$ cat src/rtl/cart_mapper_pkg.sv
package cart_mapper_pkg;

    typedef enum logic [2:0] {
        RGN_CHR,
        RGN_WRAM,
        RGN_PRG_LO,
        RGN_PRG_HI,
        RGN_NONE
    } region_e;

    localparam int SEL_CHR  = 0;
    localparam int SEL_WRAM = 1;
    localparam int SEL_PRG  = 2;
    localparam int SEL_NONE = 3;

    localparam int PRG_WIN_BITS = 14;
    localparam int RAM_WIN_BITS = 13;

endpackage

$ cat src/rtl/cart_addr_decode.sv
module cart_addr_decode
    import cart_mapper_pkg::*;
(
    input  logic [15:0] addr,
    output region_e     region,
    output logic [3:0]  sel
);
    always_comb begin
        unique case (addr[15:13])
            3'b000:         region = RGN_CHR;
            3'b001, 3'b010: region = RGN_NONE;
            3'b011:         region = RGN_WRAM;
            3'b100, 3'b101: region = RGN_PRG_LO;
            default:        region = RGN_PRG_HI;
        endcase
    end

    always_comb begin
        sel = '0;
        unique case (region)
            RGN_CHR:                sel[SEL_CHR]  = 1'b1;
            RGN_WRAM:               sel[SEL_WRAM] = 1'b1;
            RGN_PRG_LO, RGN_PRG_HI: sel[SEL_PRG]  = 1'b1;
            default:                sel[SEL_NONE] = 1'b1;
        endcase
    end
endmodule

$ cat src/rtl/cart_bank_reg.sv
module cart_bank_reg #(
    parameter int NUM_BANKS = 8,
    localparam int BANK_W = (NUM_BANKS > 1) ? $clog2(NUM_BANKS) : 1
) (
    input  logic              clk,
    input  logic              rst_n,
    input  logic              load,
    input  logic [7:0]        wdata,
    output logic [BANK_W-1:0] bank_q
);
    localparam bit IS_POW2 = (NUM_BANKS & (NUM_BANKS - 1)) == 0;

    logic [BANK_W-1:0] bank_d;

    generate
        if (NUM_BANKS == 1) begin : g_single
            assign bank_d = '0;
        end else if (IS_POW2) begin : g_mask
            assign bank_d = wdata[BANK_W-1:0];
        end else begin : g_reduce
            logic [7:0] rem;
            always_comb begin
                rem = wdata;
                for (int k = 7; k >= 0; k--) begin
                    if ({8'h00, rem} >= (16'(NUM_BANKS) << k)) begin
                        rem = rem - 8'((16'(NUM_BANKS) << k));
                    end
                end
            end
            assign bank_d = rem[BANK_W-1:0];
        end
    endgenerate

    always_ff @(posedge clk or negedge rst_n) begin
        if (!rst_n) begin
            bank_q <= '0;
        end else if (load) begin
            bank_q <= bank_d;
        end
    end
endmodule

$ cat src/rtl/cart_offset_gen.sv
module cart_offset_gen
    import cart_mapper_pkg::*;
#(
    parameter int NUM_BANKS = 8,
    localparam int BANK_W = (NUM_BANKS > 1) ? $clog2(NUM_BANKS) : 1,
    localparam int OFF_W  = PRG_WIN_BITS + BANK_W
) (
    input  logic [15:0]       addr,
    input  region_e           region,
    input  logic [BANK_W-1:0] bank,
    output logic [OFF_W-1:0]  offset
);
    localparam logic [BANK_W-1:0] LAST_BANK = BANK_W'(NUM_BANKS - 1);

    always_comb begin
        unique case (region)
            RGN_CHR, RGN_WRAM: offset = OFF_W'(addr[RAM_WIN_BITS-1:0]);
            RGN_PRG_LO:        offset = {bank, addr[PRG_WIN_BITS-1:0]};
            RGN_PRG_HI:        offset = {LAST_BANK, addr[PRG_WIN_BITS-1:0]};
            default:           offset = '0;
        endcase
    end
endmodule

$ cat src/rtl/cart_bank_mapper.sv
module cart_bank_mapper
    import cart_mapper_pkg::*;
#(
    parameter int NUM_BANKS = 8,
    localparam int BANK_W = (NUM_BANKS > 1) ? $clog2(NUM_BANKS) : 1,
    localparam int OFF_W  = PRG_WIN_BITS + BANK_W
) (
    input  logic             clk,
    input  logic             rst_n,
    input  logic [15:0]      bus_addr,
    input  logic [7:0]       bus_wdata,
    input  logic             bus_we,
    input  logic             bus_re,
    output logic [3:0]       rgn_sel,
    output logic [OFF_W-1:0] phys_off,
    output logic             store_we,
    output logic             unmapped_err
);
    region_e           region;
    logic [BANK_W-1:0] bank_q;
    logic              bank_load;

    cart_addr_decode u_dec (
        .addr   (bus_addr),
        .region (region),
        .sel    (rgn_sel)
    );

    assign bank_load = bus_we && (region == RGN_PRG_LO || region == RGN_PRG_HI);

    cart_bank_reg #(.NUM_BANKS(NUM_BANKS)) u_bank (
        .clk    (clk),
        .rst_n  (rst_n),
        .load   (bank_load),
        .wdata  (bus_wdata),
        .bank_q (bank_q)
    );

    cart_offset_gen #(.NUM_BANKS(NUM_BANKS)) u_off (
        .addr   (bus_addr),
        .region (region),
        .bank   (bank_q),
        .offset (phys_off)
    );

    assign store_we     = bus_we && (region == RGN_CHR || region == RGN_WRAM);
    assign unmapped_err = (bus_we || bus_re) && (region == RGN_NONE);
endmodule

$ cat config.mk
export PLATFORM = sky130hd
export DESIGN_NAME = cart_bank_mapper
export DESIGN_NICKNAME = d
export VERILOG_FILES = /design/src/rtl/cart_mapper_pkg.sv /design/src/rtl/cart_addr_decode.sv /design/src/rtl/cart_bank_reg.sv /design/src/rtl/cart_offset_gen.sv /design/src/rtl/cart_bank_mapper.sv
export SDC_FILE = /design/constraint.sdc
export NUM_CORES = 1
export LEC_CHECK = 0
export CAP_MARGIN = 10
export CORE_MARGIN = 4
export CORE_UTILIZATION = 24
export CTS_CLUSTER_SIZE = 40
export DETAILED_ROUTE_END_ITERATION = 8
export HOLD_SLACK_MARGIN = 0.1
export PLACE_DENSITY = 0.9
export SYNTH_ARGS = -nofsm -noshare
export SYNTH_HDL_FRONTEND = slang
export SYNTH_HIERARCHICAL = 1
export SYNTH_SLANG_ARGS = --single-unit
$ cat constraint.sdc
create_clock -name clk -period 2.6 [get_ports clk]
set_input_delay 0.52 -clock clk [delete_from_list [all_inputs] [get_ports clk]]
set_output_delay 0.52 -clock clk [all_outputs]
set_load 0.02 [all_outputs]
# Word level (Yosys, flattened, before mapping)
# Cells that the tools add are included.
[classes] reduce_logical=13 n_mux=6 eq_ne=9
[op_table] cell="17-bit one-hot mux with 3 select lines" n=1
[op_table] cell="3-bit by 2-bit == test with 1-bit output (second input constant)" n=4
[op_table] cell="3-bit one-hot mux with 4 select lines" n=1
[op_table] cell="3-bit == test (second input constant)" n=3
[op_table] cell="2-bit OR reduction" n=4
[op_table] cell="3-bit by 1-bit == test with 1-bit output (second input constant)" n=2
[op_table] cell="3-bit zero test" n=2
[op_table] cell="1-bit two-way mux" n=4
[op_table] cell="4-bit OR reduction" n=1
[op_table] cell="1-bit logical AND" n=3
[op_table] cell="1-bit logical OR" n=3
[totals] out_inout_bits=23 ff_bits=3

# Longest topological paths before layout
# Gate-level depths: netlist (run 1).
[depth] word_depth=6 depth_mapped=4

# Hierarchy
# Netlist (run 1), hierarchy kept.
[modules_own_cells] module="cart_offset_gen" area_per_inst_um2=160.2 instances=1 cells_each=23
[modules_own_cells] module="cart_bank_reg" area_per_inst_um2=108.9 instances=1 cells_each=6
[modules_own_cells] module="cart_addr_decode" area_per_inst_um2=47.5 instances=1 cells_each=9
[modules_own_cells] module="cart_bank_mapper" area_per_inst_um2=36.3 instances=1 cells_each=4

# Worst setup path before layout (run 1)
# Ideal clock, no wire load.
[synth_timing] path_kind="input -> output" start="in bus_addr[13]" end="out unmapped_err" slack_ns=0.645 cell_stages=3 t_required_ns=2.080 t_arrival_ns=1.435 n_path_buf=0 cell_sequence="xnor2_1 nor2_1 nor4b_2"
[synth_between] elab_chain_cells=5
[synth_lines] element="start, declared" line="cart_bank_mapper.sv:10" text="input logic [15:0] bus_addr,"
[synth_lines] element="3-bit == test (tied with other cells)" line="cart_addr_decode.sv:9" text="unique case (addr[15:13])"
[synth_lines] element="2-bit OR reduction" line="cart_addr_decode.sv:9"
[synth_lines] element="3-bit one-hot mux with 4 select lines (*)" line="cart_addr_decode.sv:9"
[synth_lines] element="net region[2]" line="cart_bank_mapper.sv:19" text="region_e region;"
[synth_lines] element="3-bit == test (*)" line="cart_bank_mapper.sv:47" text="assign unmapped_err = (bus_we || bus_re) && (region == RGN_NONE);"
[synth_lines] element="1-bit logical AND (*)" line="cart_bank_mapper.sv:47"
[synth_lines] element="end, declared" line="cart_bank_mapper.sv:17" text="output logic unmapped_err"
# The timed path passes the listed nets; every way through them passes the cells marked *.

# Worst setup path in the final report (run 1)
[layout_timing] start="in bus_addr[14]" end="out phys_off[15]"
[layout_between] elab_chain_cells=6
[layout_lines] element="3-bit == test (tied with other cells)" line="cart_addr_decode.sv:9"
[layout_lines] element="2-bit OR reduction" line="cart_addr_decode.sv:9"
[layout_lines] element="3-bit one-hot mux with 4 select lines (*)" line="cart_addr_decode.sv:9"
[layout_lines] element="3-bit by 1-bit == test with 1-bit output / 3-bit zero test (equally long branches)" line="cart_offset_gen.sv:16" text="unique case (region)"
[layout_lines] element="2-bit OR reduction" line="cart_offset_gen.sv:16"
[layout_lines] element="17-bit one-hot mux with 3 select lines (*)" line="cart_offset_gen.sv:16"
[layout_lines] element="end, declared" line="cart_bank_mapper.sv:15" text="output logic [OFF_W-1:0] phys_off,"
# Mark *: on every way between the ends. The rest lies on a longest branch, timed or not.

==> reports/qor.yml, run 1 <==
dpl.hpwl_um: 1190
final_util_pct: 62.8
top_regs: "u_bank/bank_q x3"
met1Wirelength_um: 387
synth_area_leaders: "dfrtp_1 (21%), nor2b_2 (20%), nor2_1 (11%)"
hold_violations: 0
path_clk_slew_ps: 40
post-route-drc-count: 0
top_register: "u_bank/bank_q"
top_layer_used: "met3"
tns_ps: 0
drive_gt1_share_pct: 25.8
synth_ff_type: "dfrtp_1"
synth_nets: 70
io_pins: 51
antenna_found_initial: 0
gr-usage-all-layers_pct: 11.6
run_status: "completed"
vias_per_cell: 4.43
drv_cap: 0
place.gp.congestion: 0.590
postLayoutCellArea_um2: 848
post_cts_buffers: 0
wl_met2_um: 680
fmax_ghz: 0.396
core_mm2: 0.00135
finalCritPeriodShare_pct: 97.1
grt_pass1_vias: 433
io_buffers: 45
critPathLaunchType: "input pin"
globalRouteOverflowTotal: 0
yosysSeqAreaShare_pct: 21.3
power_density_mw_per_mm2: 359
totalWireLength_um: 1310
crit_type: "in -> out"
dr.pass1.iters: 2
endpoint_kind: "primary output"
die_area_mm2: 0.00215
worst_pin_slew_ps: 254
postSynthAreaPerCell_um2: 8.40
rsz0062_at_grt: "no"
grt_max_degree: 15
synth-edff-count: 0
synth_commonest_cells: "nor2_1 (10), nor2b_2 (8), and2b_1 (3), dfrtp_1 (3), mux2_2 (3)"
cts_buffers: 3
min_period_ps: 2530
drtAntennaViolNets: 0
clk_path_buf_depth: 2
ys_types: 18
synth_cells: 42
p_leak_nw: 0.412
num_vias: 478
post_drt_wl_per_cell_um: 12.1
die_w_um: 46.3
cts_htree_levels: 1
crit_path_max_fanout: 4
setup_slack_ps: 74.9
start_util_pct: 26.1
hold_path_class: "in -> async"
areaGrowthSynthToFinish_pct: 140
drv_slew: 0
fillers: 129
cp.required_ps: 2080
insertedDiodeCount: 0
placementRows: 13
setup_violations: 0
clock_latency_ps: 230
yosys.area.top_type: "dfrtp_1"
ys_warn_count: 6
clkSinkCount: 3
drt_iter0_drc: 1
synthArstFlopShare_pct: 100
die_y_um: 46.3
place_area_um2: 841
fin_nets: 122
fin_skew_ps: 0
synth_top_area_share_pct: 21.3
largest_register_ff_count: 3
slew_headroom_pct: 83.1
cts_tree: "done"
cp.arrival_ps: 2010
root_buffer: "clkbuf_4"
syn_area_um2: 353
wl_met3_um: 239
ys_ff_latch: 3
reg2regPathDepth: 1
peakVddDrop_mv: 0.230
grt_pass1_wl_um: 1700
pre_cts_slack_ps: -196
synth_most_common_cell: "nor2_1"
## power breakdown
| part | leakage (nW) | internal (W) | total [W] | switching, W |
|---|---|---|---|---|
| logic | 0.361 | 0.0000884 | 0.000164 | 0.0000756 |
| registers | 0.0353 | 0.0000561 | 0.0000604 | 0.00000426 |
| clock network | 0.0150 | 0.0000574 | 0.0000805 | 0.0000230 |
## stage by stage
step / cells / total power, W / hold WS (ps)
floorplan: 42 / 0.000145 / 224
global placement: 104 / 0.000239 / 498
detailed placement: 104 / 0.000244 / 504
CTS: 108 / 0.000312 / 464
global route: 108 / 0.000324 / 472
finish: 108 / 0.000305 / 471
## cells by family after synthesis
kind of cell	share of synthesized area [%]
AOI/OAI and AO/OA	2.13
xor gates and xnor gates	2.48
buffers and inverters	8.51
DFF	21.3
muxes	9.57
and+or+nand+nor	56.0
## cell type report
cell class	instances	area (µm²)	share of cell area, %
clock buffer	4	26.3	3.10
sequential	3	75.1	8.85
tap	15	18.8	2.21
inverter	1	3.75	0.442
multi-input combinational	34	250	29.5
timing repair buffer	51	474	55.9
## path summary, 6_finish.rpt
kind / start / to / slack (ps)
setup / recovery: bus_addr[14] / phys_off[15] / 70
hold / removal: rst_n / u_bank/bank_q[0] / 470
setup reg to reg: u_bank/bank_q[2] / u_bank/bank_q[2] / 1860
hold reg to reg: u_bank/bank_q[1] / u_bank/bank_q[1] / 510
max in group asynchronous: rst_n / u_bank/bank_q[1] / 1980
min in group clk: u_bank/bank_q[1] / u_bank/bank_q[1] / 510
## placed cells by master (no fill, tap or decap), drive strengths merged
cell type      instances
clkdlybuf4s50         25
dlygate4sd2           20
nor2                  10
nor2b                 10
buf                    6
clkbuf                 4
mux2                   3
dfrtp                  3
and2b                  3
nor4b                  1
and3b                  1
nor3b                  1
xnor2                  1
o21a                   1
nor3                   1
nand2                  1
inv                    1
nand2b                 1
## worst max-delay path: stages
cell	delay, ps
clkdlybuf4s50_1	440
xnor2_1	230
nor2_2	70
buf_4	140
nand2b_4	140
nor2_1	100
dlygate4sd2_1	360
## timing repair
item	CTS	global route
gates resized for setup	21	1
setup endpoints to repair	20	3
hold buffers	0	0
pin swaps	0	0
## per-layer routing
metal / up-vias / track usage, %
li1: 231 / -
met1: 213 / 7.85
met2: 34 / 23.6
met3: 0 / 4.30
met4: 0 / 8.52
met5: - / 0
Power figures use the tool's default switching activity.
==> run 2, diff against run 1 <==
- SLEW_MARGIN: default -> 20
==> results of run 2 <==
The final DEF is identical to that of run 1; final timing and power are the same.
